### src/rtl/rc2_pkg.sv
`timescale 1ns/1ps
package rc2_pkg;
  // Default word width carried in each direction.
  localparam int unsigned RC2_DW = 16;
  // Sampled base-clock transitions required before the slot enable is trusted.
  localparam int unsigned RC2_ARM_EDGES = 2;
  // Width of a counter able to hold 0..n.
  function automatic int unsigned rc2_cnt_w(input int unsigned n);
    return (n < 2) ? 1 : $clog2(n + 1);
  endfunction
endpackage

### src/rtl/rc2_phase_recover.sv
`timescale 1ns/1ps
module rc2_phase_recover
  import rc2_pkg::*;
#(
  parameter int unsigned ARM_EDGES = RC2_ARM_EDGES
) (
  input  logic clk_fast,
  input  logic rst,
  input  logic clk_slow,
  output logic slot_en
);
  localparam int unsigned CW = rc2_cnt_w(ARM_EDGES);

  logic          smp_fall;   // base clock seen half a fast period after each fast edge
  logic          smp_rise;   // same sample moved onto the rising fast edge
  logic [CW-1:0] seen;
  logic          armed;
  logic          phase_drop;

  // Falling-edge sampler: keeps the decision away from base-clock transitions.
  always_ff @(negedge clk_fast) begin
    if (rst) smp_fall <= 1'b0;
    else     smp_fall <= clk_slow;
  end

  assign armed      = (seen == CW'(ARM_EDGES));
  assign phase_drop = smp_rise & ~smp_fall;

  always_ff @(posedge clk_fast) begin
    if (rst) begin
      smp_rise <= 1'b0;
      seen     <= '0;
      slot_en  <= 1'b0;
    end else begin
      smp_rise <= smp_fall;
      if ((smp_fall != smp_rise) && !armed) seen <= seen + 1'b1;
      // A low sample following a high one means the base clock rises at this edge.
      slot_en  <= armed & phase_drop;
    end
  end
endmodule

### src/rtl/rc2_s2f_capture.sv
`timescale 1ns/1ps
module rc2_s2f_capture #(
  parameter int unsigned DW = 16
) (
  input  logic          clk_fast,
  input  logic          rst,
  input  logic          slot_en,
  input  logic [DW-1:0] s_in_data,
  input  logic          s_in_valid,
  output logic [DW-1:0] f_out_data,
  output logic          f_out_valid
);
  logic take;
  assign take = slot_en & s_in_valid;

  always_ff @(posedge clk_fast) begin
    if (rst) begin
      f_out_data  <= '0;
      f_out_valid <= 1'b0;
    end else begin
      f_out_valid <= take;
      if (take) f_out_data <= s_in_data;
    end
  end
endmodule

### src/rtl/rc2_f2s_hold.sv
`timescale 1ns/1ps
module rc2_f2s_hold #(
  parameter int unsigned DW = 16
) (
  input  logic          clk_fast,
  input  logic          rst,
  input  logic          slot_en,
  input  logic [DW-1:0] f_in_data,
  input  logic          f_in_valid,
  output logic [DW-1:0] s_out_data,
  output logic          s_out_valid
);
  always_ff @(posedge clk_fast) begin
    if (rst) begin
      s_out_data  <= '0;
      s_out_valid <= 1'b0;
    end else if (slot_en) begin
      s_out_data  <= f_in_data;
      s_out_valid <= f_in_valid;
    end
  end
endmodule

### src/rtl/ratio2_xing.sv
`timescale 1ns/1ps
module ratio2_xing
  import rc2_pkg::*;
#(
  parameter int unsigned DW        = RC2_DW,
  parameter int unsigned ARM_EDGES = RC2_ARM_EDGES
) (
  input  logic          clk_fast,
  input  logic          rst,
  input  logic          clk_slow,
  input  logic [DW-1:0] s_in_data,
  input  logic          s_in_valid,
  output logic [DW-1:0] f_out_data,
  output logic          f_out_valid,
  input  logic [DW-1:0] f_in_data,
  input  logic          f_in_valid,
  output logic [DW-1:0] s_out_data,
  output logic          s_out_valid,
  output logic          slot_en
);
  rc2_phase_recover #(.ARM_EDGES(ARM_EDGES)) u_phase (
    .clk_fast (clk_fast),
    .rst      (rst),
    .clk_slow (clk_slow),
    .slot_en  (slot_en)
  );

  rc2_s2f_capture #(.DW(DW)) u_s2f (
    .clk_fast    (clk_fast),
    .rst         (rst),
    .slot_en     (slot_en),
    .s_in_data   (s_in_data),
    .s_in_valid  (s_in_valid),
    .f_out_data  (f_out_data),
    .f_out_valid (f_out_valid)
  );

  rc2_f2s_hold #(.DW(DW)) u_f2s (
    .clk_fast    (clk_fast),
    .rst         (rst),
    .slot_en     (slot_en),
    .f_in_data   (f_in_data),
    .f_in_valid  (f_in_valid),
    .s_out_data  (s_out_data),
    .s_out_valid (s_out_valid)
  );
endmodule

### config.mk
export PLATFORM = sky130hd
export DESIGN_NAME = ratio2_xing
export DESIGN_NICKNAME = d
export VERILOG_FILES = /design/src/rtl/rc2_pkg.sv /design/src/rtl/rc2_phase_recover.sv /design/src/rtl/rc2_s2f_capture.sv /design/src/rtl/rc2_f2s_hold.sv /design/src/rtl/ratio2_xing.sv
export SDC_FILE = /design/constraint.sdc
export NUM_CORES = 1
export LEC_CHECK = 0
export BUFFER_PORTS_ARGS = -buffer_cell sky130_fd_sc_hd__buf_2
export CORE_ASPECT_RATIO = 0.8
export CORE_MARGIN = 4
export CORE_UTILIZATION = 41
export DETAILED_ROUTE_END_ITERATION = 8
export GPL_ROUTABILITY_DRIVEN = 1
export GPL_TIMING_DRIVEN = 0
export PLACE_DENSITY_LB_ADDON = 0.05
export SLEW_MARGIN = 40
export SYNTH_ARGS = -nofsm -noshare
export SYNTH_HDL_FRONTEND = slang
export SYNTH_SLANG_ARGS = --single-unit
### constraint.sdc
create_clock -name clk_fast -period 1.2 [get_ports clk_fast]
set_input_delay 0.24 -clock clk_fast [delete_from_list [all_inputs] [get_ports clk_fast]]
set_output_delay 0.24 -clock clk_fast [all_outputs]
set_load 0.02 [all_outputs]
# Word-level counts from Yosys, hierarchy flattened
# Cells that the tools add are included.
[word_totals]
romBits = 0
register_bits = 39
wordCells = 17
out_inout_bits = 35
latchBits = 0
input_bits = 37
mem_count = 0
mem_bits_rw = 0
[classes]
bitwise = 4
multipliers = 0
n_reduce_logical = 2
add_sub_neg = 1
n_lt_le_gt_ge = 0
n_mux = 0
div = 0
eq_ne = 2
shifts = 0
[op_table]
columns = ["cell", "n"]
rows = [
  ["1-bit bitwise AND", 3],
  ["2-bit by 1-bit adder with 2-bit output (second input constant)", 1],
  ["2-bit equality test (second input constant)", 1],
  ["1-bit logical AND", 1],
  ["1-bit logical NOT", 1],
  ["1-bit != test", 1],
  ["1-bit NOT", 1],
]

# Depth between registers and ports, before layout
# Gate-level depths: netlist of the first run.
[logic_depth]
ltp_word = 3
ltp_mapped = 4
ltp_nobuf = 4

# Modules after synthesis
# Synthesis of the first run repeated with hierarchy kept, for this count alone.
[unflattened]
cells_unflattened = 152
area_unflattened_um2 = 1604.0
[by_module_without_submodules]
columns = ["module", "cells_per_inst", "n_inst", "area_each_um2", "seq_area_each_um2"]
rows = [
  ["rc2_s2f_capture", 77, 1, 803.3, 340.3],
  ["rc2_f2s_hold", 55, 1, 614.3, 340.3],
  ["rc2_phase_recover", 20, 1, 186.4, 100.1],
]

==> metrics.csv, run 1 <==
stage,metric,value,unit
outcome,outcome,"finished, violations left",
outcome,violated checks,negative setup slack,
detailed_routing,Post-route DRC,0,
yosys,Syn Inst Count,152,
yosys,sequential element share of the synthesized area,48.6,%
worst_setup_path,CP startpoint,u_phase.smp_fall,
yosys,"area leader, netlist",dfxtp_1,
timing,final hold violations,0,
die,Die Wd,78.0,um
timing,Pins Over Slew Limit,0,
yosys,Synth Cell Area,1610,um2
die,core area,3780,um2
yosys,"Warnings, synthesis",0,
worst_setup_path,Worst R2R Path Depth,4,
cts,clock buffer depth,2,
final_layout,final instance area,2150,um2
global_routing,GRT Util Overall,15.4,%
timing,Setup TNS Final,-1.22,ns
worst_setup_path,Worst EP arrival,1.97,ns
timing,"Worst Setup Slack, final",-0.543,ns
cts,clk root buf,clkbuf_8,
global_routing,first-pass GRT wire length,6060,um
worst_setup_path,critical path capture point type,flop,
hold_path,Hold Crit Class,in2reg,
timing,Slew headroom,73.3,%
die,DIE HEIGHT,64.0,um
worst_setup_path,kind of critical path,reg2reg,
cts,CTS tree,yes,
die,area of the die,4990,um2
placed_design,routability cong.,0.725,
detailed_routing,DR vias,1310,
yosys,most common cell in the netlist,dfxtp_1,
global_routing,"Remaining Overflow, GRT",0,
hold_path,worst hold path stage count,3,
yosys,Main synth FF type,dfxtp_1,
timing,RSZ-0062 raised after global routing,true,
hold_path,WHS Endpoint,u_f2s.s_out_data[12],
yosys,Synth top area share,48.6,%
yosys,top post-synthesis cells by count,"dfxtp_1 (39), nor2_1 (20), mux2i_1 (17)",
placed_design,Port Buffers,69,
yosys,Mapped Nets,191,
worst_setup_path,Worst Path Buf+Inv,1,
placed_design,Post-Place Worst Slack,-0.508,ns
worst_setup_path,"Max FO, Critical Path",4,
final_layout,share of layout cells above drive strength 1,48.0,%
final_layout,fillcell total,354,
final_layout,area of the multi-input gates,712,um2
pwr,P_leak,0.000950,uW
final_layout,final core utilization,56.9,%
global_routing,largest net degree at the start of global routing,13,
final_layout,register area,782,um2
detailed_routing,drt pass-1 iters,4,
cts,H-tree depth,2,
placed_design,placed inst area,2030,um2
global_routing,vias in the first global route,1334,
worst_setup_path,origin of the critical flop-to-flop path,u_phase.smp_fall,
worst_setup_path,Crit path largest cell delay,0.34,ns
timing,final setup fails,3,
global_routing,initial antenna violation count,0,
final_layout,# nets final,267,
timing,clk_skew,0.0531,ns
pwr,VDD IR max,665,uV
worst_setup_path,top cell family by delay on the critical path,simple AND/OR/NAND/NOR gates,
hold_path,HP Start,f_in_data[12],
worst_setup_path,"Cell Chain, Critical Path",inv_2 -> ha_4 -> or3_1 -> a21oi_1,
cts,clk_lat worst skew,0.34,ns
die,I/O pin count,72,
worst_setup_path,FF-to-FF End,u_phase.seen[1],
yosys,Synth area leaders,"dfxtp_1 (49%), mux2i_1 (11%), a21bo_1 (10%)",
worst_setup_path,R2R Setup Slk,-0.54,ns
final_layout,Area Growth Syn to Fin,33.8,%
yosys,syn_area_per_cell,10.6,um2
die,row count,20,
die,Initial Util,42.5,%
cts,clk sinks,39,
detailed_routing,Iter 0 DRT Violations,46,
pwr,Power Density,1170,nW/um2
placed_design,Detail Placement HPWL,2690,um
final_layout,n_diodes,0,
detailed_routing,Total Wirelength,3600,um
run,MaxCap Viol Count,0,
worst_setup_path,startpoint types,flop,
detailed_routing,Final ANT Viol Nets,0,
worst_setup_path,"Req. time, crit path",1.43,ns
detailed_routing,post-DR wirelength/cell,12.7,um
cts,"CTS clk-pin slew, worst paths",0.08,ns
yosys,asr flop ratio synth,0,%
detailed_routing,vias per cell,4.61,
timing,Slew @ Worst Pin,0.401,ns
yosys,"flops & latches, synth",39,
worst_setup_path,CP max-delay cell,or3_1,
yosys,count of different cell masters after synthesis,17,
yosys,Post-synth EDFFs,0,
cts,clock buffer count from CTS,5,
-- sequential cells by signal (all words and copies together) (netlist names) --
name / flops
u_s2f.f_out_valid: 1
u_phase.smp_rise: 1
u_s2f.f_out_data: 16
u_phase.seen: 2
u_phase.slot_en: 1
u_phase.smp_fall: 1
u_f2s.s_out_valid: 1
u_f2s.s_out_data: 16
-- how the worst max path moves through the flow --
stage               slack (ns)  depth (start not counted)               to
floorplan                -0.47                          4  u_phase.seen[1]
global placement         -0.49                          4  u_phase.seen[1]
detailed placement       -0.51                          4  u_phase.seen[1]
CTS                      -0.54                          4  u_phase.seen[1]
global route             -0.60                          4  u_phase.seen[1]
finish                   -0.54                          4  u_phase.seen[1]
-- power breakdown --
group	internal, uW	switching (uW)	total (uW)
combinational	76.1	80.3	156
clock	593	462	1060
sequential	1300	5.86	1310
total	1970	548	2520
-- worst register-to-register path, stage by stage, from the launching register on --
cell     delay [ns]
dfxtp_2        0.30
inv_2          0.07
ha_4           0.20
or3_1          0.34
a21oi_1        0.12
-- kinds of logic (layout without fill, tap and decap cells) --
family	Yosys count	count (layout)	share of synthesized area, %
flip-flops	39	39	48.6
AND/OR/NAND/NOR	41	41	11.3
multiplexers	17	17	10.6
AO/OA/AOI/OAI	36	36	19.9
adder cells (fa/ha/maj)	2	2	1.56
buffers and inverters	17	94	8.02
-- metrics by stage --
| stage | cells | hold slack (ns) | total power (uW) |
|---|---|---|---|
| 3_3_place_gp | 276 | 0.462 | 1500 |
| 4_1_cts | 284 | 0.176 | 2550 |
| 3_5_place_dp | 276 | 0.478 | 1510 |
| 6_report | 284 | 0.184 | 2520 |
| 5_1_grt | 284 | 0.202 | 2620 |
| 2_1_floorplan | 152 | 0.387 | 1430 |
-- cell usage in the layout, fill, tap and decap left out --
cell type and n:
a21bo_1 16, a21oi_1 2, a21oi_2 16, buf_2 73, buf_4 2, buf_6 7, clkbuf_1 1, clkbuf_16 1
clkbuf_8 6, clkinv_2 1, dfxtp_1 38, dfxtp_2 1, ha_1 1, ha_4 1, inv_1 2, inv_2 1
mux2i_1 17, nand2_1 1, nand2_2 1, nand3_1 16, nor2_1 20, nor2b_1 1, o21ai_0 2, or3_1 2
-- area by class of cell --
type	count	share of cell area (%)
buffer	14	5.47
clock buffer	7	5.01
clock inverter	2	0.407
inverter	2	0.349
multi-input combinational	96	33.1
sequential	39	36.4
tap	55	3.20
timing repair buffer	69	16.1
-- routing by layer --
| layer | track usage [%] | vias to the layer above | routed length [um] |
|---|---|---|---|
| li1 | - | 669 | - |
| met1 | 19.0 | 588 | 1650 |
| met2 | 24.6 | 46 | 1650 |
| met3 | 5.35 | 7 | 241 |
| met4 | 5.90 | 0 | 55 |
| met5 | 0 | - | 0 |
-- what timing repair did --
| action | CTS | global route |
|---|---|---|
| setup buffers | 0 | 0 |
| endpoints found under the setup margin | 3 | 3 |
| gates cloned | 0 | 0 |
| gates resized for setup | 0 | 1 |
| pin swaps | 1 | 0 |
| hold buffers | 0 | 0 |
Note: power is estimated with default switching activity, not from simulation.
==> run 2, diff against run 1 <==
Settings changed: BUFFER_PORTS_ARGS -buffer_cell sky130_fd_sc_hd__buf_2 to not set, CORE_UTILIZATION 41 to 55, DONT_BUFFER_PORTS set to 1.
==> run 2 against run 1 <==
Compared with the run above:
- the run still ends with negative setup slack left
- clock skew grew 0.0026 ns
- clock power decreased by 22%
- register-to-register slack worse by 0.04 ns
- largest power group unchanged
- routed wire length shrank 4.5%
- die area decreased by 23%
- first-iteration DRC count rose by 6.5%
- clock-buffer cell count is the same
==> metrics.csv, run 2 (synthesized netlist as in run 1, its figures left out) <==
stage,metric,value,unit
final_layout,Area Growth Syn to Fin,9.58,%
detailed_routing,post-DR wirelength/cell,17.4,um
final_layout,Top Registers,"u_f2s.s_out_data x16, u_s2f.f_out_data x16, u_phase.seen x2",
cts,clock buffer depth,2,
cts,CTS tree,yes,
placed_design,placed inst area,1670,um2
cts,clock buffer count from CTS,5,
pwr,Clk pwr share,36.8,%
global_routing,vias in the first global route,1093,
timing,final setup fails,3,
worst_setup_path,Worst EP arrival,2.01,ns
final_layout,"commonest non-fill, non-tap cells in the layout","dfxtp_1 (37), nor2_1 (20), a21oi_2 (17), mux2i_1 (17)",
cts,H-tree depth,2,
pwr,Comb pwr share,4.8,%
die,row count,17,
die,Die Wd,68.4,um
final_layout,area of the multi-input gates,721,um2
cts,"Setup Fix Bufs, Post-CTS",0,
detailed_routing,Post-route DRC,0,
final_layout,register area,783,um2
global_routing,first-pass GRT wire length,5390,um
final_layout,final core utilization,63.2,%
final_layout,share of layout cells above drive strength 1,25.6,%
worst_setup_path,critical path capture point type,flop,
die,I/O pin count,72,
global_routing,"Remaining Overflow, GRT",0,
final_layout,fin cells,198,
run,MaxCap Viol Count,0,
final_layout,final instance area,1760,um2
final_layout,# nets final,198,
final_layout,fillcell total,240,
hold_path,worst hold path stage count,2,
worst_setup_path,startpoint types,flop,
pwr,Sw Share,22.0,%
detailed_routing,Total Wirelength,3440,um
outcome,violated checks,negative setup slack,
timing,Pins Over Slew Limit,0,
cts,"CTS clk-pin slew, worst paths",0.07,ns
worst_setup_path,"Max FO, Critical Path",4,
timing,RSZ-0062 raised after global routing,true,
global_routing,initial antenna violation count,0,
placed_design,placed cell count,190,
placed_design,Post-Place Worst Slack,-0.523,ns
pwr,sequential share of power,58.4,%
pwr,Pint,1760,uW
global_routing,largest net degree at the start of global routing,12,
cts,clk root buf,clkbuf_8,
worst_setup_path,Worst R2R Path Depth,4,
detailed_routing,Iter 0 DRT Violations,49,
placed_design,routability cong.,0.669,
detailed_routing,drt pass-1 iters,3,
cts,clk_lat worst skew,0.34,ns
die,Initial Util,57.7,%
hold_path,Hold Crit Class,in2reg,
timing,clk_skew,0.0557,ns
pwr,VDD IR max,731,uV
cts,clk sinks,39,
pwr,P_leak,0.000606,uW
outcome,outcome,"finished, violations left",
die,DIE HEIGHT,56.3,um
timing,Setup TNS Final,-1.28,ns
timing,Slew headroom,71.9,%
final_layout,"commonest non-fill, non-tap cell in the layout",dfxtp_1,
final_layout,n_diodes,0,
detailed_routing,vias per cell,5.42,
pwr,Power Density,1280,nW/um2
timing,Slew @ Worst Pin,0.422,ns
detailed_routing,Final ANT Viol Nets,0,
die,area of the die,3860,um2
worst_setup_path,kind of critical path,reg2reg,
detailed_routing,DR vias,1073,
placed_design,Detail Placement HPWL,2560,um
pwr,P_sw,494,uW
placed_design,Port Buffers,0,
global_routing,GRT Util Overall,18.5,%
die,core area,2790,um2
timing,"Worst Setup Slack, final",-0.581,ns
worst_setup_path,"Req. time, crit path",1.42,ns
timing,final hold violations,0,
-- run 2: changes by cell type in the layout (fill, tap and decap cells not counted), sizes merged --
cell    delta
inv        +1
clkinv     -1
buf       -69
-- run 2: power by group through the flow --
stage               Combinational, uW  Sequential [uW]  Clock, uW
floorplan                        77.7             1340       10.4
global placement                 93.5             1340       10.4
detailed placement               99.0             1340       10.4
CTS                              99.8             1310        840
global route                      117             1310        916
finish                            108             1310        827
-- run 2: area by class of cell --
cell class / instances / share of cell area (%)
sequential: 39 / 44.5
multi-input combinational: 96 / 40.9
buffer: 14 / 6.68
clock buffer: 7 / 4.34
tap: 38 / 2.70
clock inverter: 2 / 0.426
inverter: 2 / 0.426
-- run 2: layer usage --
layer	global-route usage [%]	share of wire, %
met1	22.6	42
met2	29.3	49
met3	7.00	7.6
met4	6.80	1.6
met5	0	0
-- run 2: final timing paths --
check              startpoint             endpoint  slack (ns)
max          u_phase.smp_fall      u_phase.seen[0]       -0.58
min              f_in_data[2]  u_f2s.s_out_data[2]        0.10
max reg2reg  u_phase.smp_fall      u_phase.seen[0]       -0.58
min reg2reg   u_phase.seen[1]      u_phase.seen[1]        0.49
-- run 2: metrics by stage --
step | total power (uW) | hold slack [ns]
CTS | 2250 | 0.103
global route | 2350 | 0.112
global placement | 1450 | 0.390
floorplan | 1430 | 0.387
finish | 2250 | 0.102
detailed placement | 1450 | 0.400
-- run 2: critical path, stage by stage (launching register included) --
cell and delay, ns:
dfxtp_2 0.30, inv_2 0.06, ha_4 0.20, or3_4 0.37, a21oi_2 0.13
-- run 2: what timing repair did --
action	in CTS	in global routing
hold buffers	0	0
gates resized for setup	2	2
setup endpoints to repair	12	3
pin swaps	1	1
gates cloned	0	0
